**src/rtl/stk_pkg.sv**
```systemverilog
package stk_pkg;
  localparam int OPC_W = 8;

  localparam logic [OPC_W-1:0] OP_LOAD  = 8'h01;
  localparam logic [OPC_W-1:0] OP_STORE = 8'h02;
  localparam logic [OPC_W-1:0] OP_ADD   = 8'h10;
  localparam logic [OPC_W-1:0] OP_SUB   = 8'h11;
  localparam logic [OPC_W-1:0] OP_MUL   = 8'h12;
  localparam logic [OPC_W-1:0] OP_STOP  = 8'hFF;

  typedef enum logic [1:0] {
    ST_STOP  = 2'd0,
    ST_FETCH = 2'd1,
    ST_EXEC  = 2'd2,
    ST_LOAD  = 2'd3
  } core_state_t;
endpackage

```
**src/rtl/stk_alu.sv**
```systemverilog
module stk_alu
  import stk_pkg::*;
#(
  parameter int DATA_W = 32
) (
  input  logic [OPC_W-1:0]  op,
  input  logic [DATA_W-1:0] lhs,   // second entry
  input  logic [DATA_W-1:0] rhs,   // top entry
  output logic [DATA_W-1:0] res
);
  always_comb begin
    case (op)
      OP_ADD:  res = lhs + rhs;
      OP_SUB:  res = lhs - rhs;      // later-pushed value is subtracted
      OP_MUL:  res = lhs * rhs;      // low DATA_W bits kept
      default: res = '0;
    endcase
  end
endmodule

```
**src/rtl/stk_stack.sv**
```systemverilog
module stk_stack #(
  parameter int DATA_W = 32,
  parameter int DEPTH  = 8,
  localparam int CNT_W = $clog2(DEPTH + 1),
  localparam int IDX_W = (DEPTH > 1) ? $clog2(DEPTH) : 1
) (
  input  logic              clk,
  input  logic              rst_n,
  input  logic              clear,
  input  logic              push,
  input  logic              pop,
  input  logic              combine,
  input  logic [DATA_W-1:0] push_data,
  input  logic [DATA_W-1:0] comb_data,
  output logic [DATA_W-1:0] top,
  output logic [DATA_W-1:0] second,
  output logic [CNT_W-1:0]  count
);
  logic [DATA_W-1:0] ent [DEPTH];
  logic [CNT_W-1:0]  cnt;
  logic [IDX_W-1:0]  idx_top, idx_sec, idx_free;

  assign idx_free = IDX_W'(cnt);
  assign idx_top  = IDX_W'(cnt - CNT_W'(1));
  assign idx_sec  = IDX_W'(cnt - CNT_W'(2));
  assign top      = ent[idx_top];
  assign second   = ent[idx_sec];
  assign count    = cnt;

  always_ff @(posedge clk or negedge rst_n) begin
    if (!rst_n)       cnt <= '0;
    else if (clear)   cnt <= '0;
    else if (push)    cnt <= cnt + CNT_W'(1);
    else if (pop)     cnt <= cnt - CNT_W'(1);
    else if (combine) cnt <= cnt - CNT_W'(1);
  end

  always_ff @(posedge clk) begin
    if (!clear && push)              ent[idx_free] <= push_data;
    else if (!clear && combine)      ent[idx_sec]  <= comb_data;
  end

  AST_STACK_BOUND: assert property (@(posedge clk) disable iff (!rst_n)
    cnt <= CNT_W'(DEPTH)) else $error("stack depth out of range");
  AST_PUSH_ROOM: assert property (@(posedge clk) disable iff (!rst_n)
    push |-> cnt < CNT_W'(DEPTH)) else $error("push onto full stack");
  AST_POP_AVAIL: assert property (@(posedge clk) disable iff (!rst_n)
    pop |-> cnt != '0) else $error("pop from empty stack");
  AST_COMB_AVAIL: assert property (@(posedge clk) disable iff (!rst_n)
    combine |-> cnt >= CNT_W'(2)) else $error("combine with too few entries");
endmodule

```
**src/rtl/stack_core.sv**
```systemverilog
module stack_core
  import stk_pkg::*;
#(
  parameter int DATA_W  = 32,
  parameter int ADDR_W  = 24,
  parameter int STACK_D = 8,
  localparam int CNT_W  = $clog2(STACK_D + 1)
) (
  input  logic              clk,
  input  logic              rst_n,
  input  logic              start,
  output logic [ADDR_W-1:0] mem_addr,
  input  logic [DATA_W-1:0] mem_rdata,
  output logic [DATA_W-1:0] mem_wdata,
  output logic              mem_we,
  output logic              halted,
  output logic              error
);
  core_state_t       state, st_n;
  logic [ADDR_W-1:0] pc, pc_n;
  logic              err, err_n;
  logic              s_clear, s_push, s_pop, s_comb;
  logic [OPC_W-1:0]  opc;
  logic [ADDR_W-1:0] field;
  logic [DATA_W-1:0] top, second, alu_y;
  logic [CNT_W-1:0]  depth;
  logic              full, has1, has2;

  assign opc   = mem_rdata[DATA_W-1 -: OPC_W];
  assign field = mem_rdata[ADDR_W-1:0];
  assign full  = depth == CNT_W'(STACK_D);
  assign has1  = depth != '0;
  assign has2  = depth >= CNT_W'(2);

  stk_stack #(.DATA_W(DATA_W), .DEPTH(STACK_D)) i_stack (
    .clk(clk), .rst_n(rst_n), .clear(s_clear), .push(s_push), .pop(s_pop),
    .combine(s_comb), .push_data(mem_rdata), .comb_data(alu_y),
    .top(top), .second(second), .count(depth)
  );

  stk_alu #(.DATA_W(DATA_W)) i_alu (
    .op(opc), .lhs(second), .rhs(top), .res(alu_y)
  );

  always_comb begin
    st_n = state; pc_n = pc; err_n = err;
    s_clear = 1'b0; s_push = 1'b0; s_pop = 1'b0; s_comb = 1'b0;
    mem_we = 1'b0; mem_addr = pc;
    case (state)
      ST_STOP: if (start) begin
        st_n = ST_FETCH; pc_n = '0; err_n = 1'b0; s_clear = 1'b1;
      end
      ST_FETCH: st_n = ST_EXEC;
      ST_EXEC: begin
        mem_addr = field;
        case (opc)
          OP_LOAD:
            if (full) begin st_n = ST_STOP; err_n = 1'b1; end
            else st_n = ST_LOAD;
          OP_STORE:
            if (!has1) begin st_n = ST_STOP; err_n = 1'b1; end
            else begin
              mem_we = 1'b1; s_pop = 1'b1;
              pc_n = pc + ADDR_W'(1); st_n = ST_FETCH;
            end
          OP_ADD, OP_SUB, OP_MUL:
            if (!has2) begin st_n = ST_STOP; err_n = 1'b1; end
            else begin
              s_comb = 1'b1; pc_n = pc + ADDR_W'(1); st_n = ST_FETCH;
            end
          OP_STOP: st_n = ST_STOP;
          default: begin st_n = ST_STOP; err_n = 1'b1; end
        endcase
      end
      ST_LOAD: begin
        s_push = 1'b1; pc_n = pc + ADDR_W'(1); st_n = ST_FETCH;
      end
      default: st_n = ST_STOP;
    endcase
  end

  always_ff @(posedge clk or negedge rst_n) begin
    if (!rst_n) begin
      state <= ST_STOP; pc <= '0; err <= 1'b0;
    end else begin
      state <= st_n; pc <= pc_n; err <= err_n;
    end
  end

  assign mem_wdata = top;
  assign halted    = state == ST_STOP;
  assign error     = err;

  AST_ERR_STOPS: assert property (@(posedge clk) disable iff (!rst_n)
    err |-> state == ST_STOP) else $error("error flag while running");
  AST_WE_SHRINK: assert property (@(posedge clk) disable iff (!rst_n)
    mem_we |=> depth == $past(depth) - CNT_W'(1)) else $error("store did not pop");
  AST_LOAD_GROWS: assert property (@(posedge clk) disable iff (!rst_n)
    state == ST_LOAD |=> depth == $past(depth) + CNT_W'(1)) else $error("load did not push");
  AST_PC_ADVANCE: assert property (@(posedge clk) disable iff (!rst_n)
    (state == ST_LOAD) |=> pc == $past(pc) + ADDR_W'(1)) else $error("pc not advanced");
endmodule

```
**config.mk**
```make
export PLATFORM = sky130hd
export DESIGN_NAME = stack_core
export DESIGN_NICKNAME = d
export VERILOG_FILES = /design/src/rtl/stk_pkg.sv /design/src/rtl/stk_alu.sv /design/src/rtl/stk_stack.sv /design/src/rtl/stack_core.sv
export SDC_FILE = /design/constraint.sdc
export NUM_CORES = 2
export LEC_CHECK = 0
export BUFFER_PORTS_ARGS = -buffer_cell sky130_fd_sc_hd__buf_4
export CAP_MARGIN = 10
export CORE_ASPECT_RATIO = 0.75
export CORE_MARGIN = 2
export CORE_UTILIZATION = 45
export DETAILED_ROUTE_END_ITERATION = 10
export PLACE_DENSITY = 0.69
export SETUP_SLACK_MARGIN = 0.5
export SYNTH_ARGS = -nofsm -noshare
export SYNTH_HDL_FRONTEND = slang
export SYNTH_SLANG_ARGS = --single-unit
export TNS_END_PERCENT = 1
```
**constraint.sdc**
```tcl
create_clock -name clk -period 21 [get_ports clk]
set_clock_uncertainty 0.1 [all_clocks]
set_input_delay 4.2 -clock clk [delete_from_list [all_inputs] [get_ports clk]]
set_output_delay 4.2 -clock clk [all_outputs]
set_load 0.005 [all_outputs]
```
==> metrics.md <==
| Metric | Value |
|---|---|
| Status | `finished clean` |
| Hold Path Sink | `pc[23]` |
| Worst R2R Start | `i_stack.count[0]` |
| Die height | `approximately 230 µm` |
| HP Class | `reg -> reg` |
| Initial core utilization | `approximately 45%` |
| Post-Layout Cell Count | `between 3000 and 4000` |
| Tmin final | `12.24 ns` |
| Hold Crit Depth | `2` |
| Crit Path Class | `reg -> reg` |
| Post-Syn Instances | `between 2000 and 3000` |
| CP max stage delay | `around 0.84 ns` |
| Detailed-route DRC error count | `0` |
| Most common flop cell mapped by yosys | `edfxtp_1` |
| Deepest clock path buffer count | `3` |
| Met2 Track Usage GR | `between 30% and 40%` |
| Initial antenna violation count | `4` |
| Setup TNS | `0 ns` |
| WL final | `between 100000 and 150000 µm` |
| Syn avg cell area | `11.0 µm²` |
| Die X | `between 300 and 400 µm` |
| CTS Root Cell | `clkbuf_16` |
| Number of port buffers | `93` |
| FF-to-FF path depth | `28` |
| Most frequent cell after synthesis | `inv_1` |
| Critical path arrival | `about 12 ns` |
| Top post-synthesis cells by area | `fa_1 26%, edfxtp_1 24%, mux4_2 7.3%` |
| RSZ-0062 raised after global routing | `no` |
| Clk sink count | `between 200 and 300` |
| Placer Congestion | `1.00` |
| Critical path peak fanout | `50` |
| Core area | `0.0700 mm²` |
| Synth-to-layout area growth | `8.23%` |
| Routed WL per cell | `roughly 26 µm` |
| Post-synth EDFFs | `about 260` |
| #FFs+latches synth | `approximately 290` |
| Sequential standard cell area | `approximately 0.0085 mm²` |
| DIE AREA | `approximately 0.073 mm²` |
| Syn_nets | `roughly 3500` |
| Largest net degree at the start of global routing | `a little over 50` |
| Post-synthesis sequential area ratio | `26.6%` |
| Routed vias/inst | `between 5 and 6` |
| Slowest stage cell, crit path | `dfrtp_4` |
| Vias | `23100` |
| Antenna viol nets, final | `0` |
| Vias in the first global route | `around 23000` |
| Min-delay src | `pc[23]` |
| First-pass GRT wire length | `approximately 150000 µm` |
| Area share of the largest cell type after synthesis | `between 20 and 30%` |
| Synth cell types | `83` |
| CP top delay family | `adder cells` |
| Max-slew violation count | `0` |
| Nets | `between 3000 and 4000` |
| H-tree depth | `1` |
| Setup violations, final | `0` |
| Final Cycle Share | `58.3%` |
| Worst path most repeated cell | `fa_1` |
| Share of layout cells above drive strength 1 | `13.8%` |
| Num CTS Buffers | `24` |
| # resized after CTS | `0` |
| Fill cells | `between 6000 and 7000` |
| Commonest cells post-synth | `428 x inv_1, 415 x nor2_1, 409 x fa_1, 261 x nand2_1, 256 x edfxtp_1` |
| Final Hold Fails | `0` |
| Initial DRT Pass Iterations | `9` |
| Multi-input logic area | `around 0.021 mm²` |
| Actual slew at the worst max-slew pin | `around 1.2 ns` |
| Buf/Inv on CP | `8` |
| CP required | `between 20 and 25 ns` |
| Gr usage total | `around 29%` |
| I/O pin cnt | `94` |
| CP Capture Type | `register` |
| Overflow after GRT | `0` |
| Row cnt | `84` |
| CTS clock-pin slew for the worst setup and hold paths | `0.07 ns` |
| Max Clock Freq | `between 80 and 90 MHz` |
| GRT met1 Usage | `approximately two fifths` |
| Cell Area, Synth | `between 0.03 and 0.04 mm²` |
| HPWL Detailed | `~76000 µm` |
| # hold bufs at CTS | `0` |
| Max Cap Violations | `0` |
| GRT met3 Usage | `12.3%` |
| Post-CTS setup buffer count | `0` |
| Reg2Reg Capture Point | `i_stack.ent[6][27]` |
| Gr busiest metal | `met1` |
| Placed Instance Area | `0.0337 mm²` |
| Rel. slew slack | `19.7%` |
| Startpoint Class | `register` |
| Number of DRC markers in iteration 0 | `roughly 2600` |
| Latest clock arrival within the worst-skew pair | `roughly 0.55 ns` |
| Reg2Reg Setup Slack | `about 8.8 ns` |
| Finished Cell Area | `0.0345 mm²` |
| Dpl cells | `approximately 3900` |
| Largest area contributor in the netlist | `fa_1` |
| Ys async rst share | `10.8%` |
| Yosys warns | `0` |
| TritonCTS clock tree | `built` |
## cell type report
type / instances / share of cell area, %
inverter: 458 / 4.99
clock buffer: 33 / 1.93
sequential: 287 / 24.6
antenna: 1 / 0.00726
multi-input combinational: 2016 / 61.3
tap: 946 / 3.44
clock inverter: 11 / 0.254
timing repair buffer: 159 / 3.46
## registers in the layout (all words and copies together) (netlist names)
signal and flops:
i_stack.ent 256, state 2, pc 24, i_stack.count 4
error 1
## tightest hold or removal path: cells and delay by family (launching register included)
kind                      cells  cell delay (ns)
DFF                           1             0.36
and+or+nand+nor               1             0.08
xor gates and xnor gates      1             0.07
## kinds of logic (layout without fill, tap and decap cells)
kind of cell / Yosys count / count (layout) / synth area share, %
compound gates: 254 / 254 / 5.33
xor+xnor: 164 / 164 / 4.66
fa+ha+maj: 577 / 577 / 32.3
buf+inv: 579 / 661 / 7.52
flops: 287 / 287 / 26.6
mux: 213 / 213 / 13.0
other cells: 0 / 1 / 0
simple gates: 808 / 808 / 10.6
## cells in the final DEF (no fill, tap or decap), types with 6 or more instances in the layout
cell type  synthesis  routed
inv_1            428     428
fa_1             409     409
nor2_1           415     407
nand2_1          261     261
edfxtp_1         256     256
ha_1             168     166
buf_4              9     159
xnor2_1          116     116
mux4_2           103     103
a21oi_1           62      62
a21o_1            46      46
o21ai_0           44      44
xor2_1            44      44
dfrtp_1           31      29
mux2_2            27      27
mux4_1            25      25
clkbuf_16          0      25
nand3_1           22      22
mux2i_4           16      20
mux2i_2           17      20
clkinv_1          17      19
nor3_1            18      17
mux2i_1           22      15
a31oi_1           15      15
nor2b_1           14      14
inv_2             13      13
and3_1            13      13
nand4_1           12      12
a221oi_1          12      12
o21a_1            11      11
and2_1             9       9
and4_1             9       9
o31ai_1            9       9
nand2b_1           9       9
nor2_4             0       8
a211oi_1           7       7
clkbuf_1          75       7
o21bai_1           6       6
## routing by layer
metal  vias up  part of all wire, %  wire length, µm
met5         -                 0.15              150
met4         8                  2.9             2990
met2      1580                   39            40300
li1       9683                    -                -
met3       203                   16            16800
met1     11700                   41            42100
## how the worst max path moves through the flow
stage,slack [ns],start,end,depth (start not counted)
after floorplan,10.75,i_stack.count[1],i_stack.ent[0][31],39
after detailed placement,9.04,i_stack.count[0],i_stack.ent[4][31],31
after global routing,8.24,i_stack.count[0],i_stack.ent[4][31],31
after CTS,8.98,i_stack.count[0],i_stack.ent[4][31],31
final,8.76,i_stack.count[0],i_stack.ent[6][27],28
after global placement,9.17,i_stack.count[0],i_stack.ent[6][31],31
## metrics by stage
step           utilization, %  hold WS [ns]  worst slack, ns
2_1_floorplan               -         0.400            10.75
3_5_place_dp             48.1         0.436             9.04
3_3_place_gp             48.1         0.430             9.17
6_report                 49.2         0.451             8.76
4_1_cts                  49.2         0.452             8.98
5_1_grt                  49.2         0.479             8.24
Power is left out: the tool's default activity adds up to more than one toggle a clock period on the data nets, which glitch-free logic cannot reach.
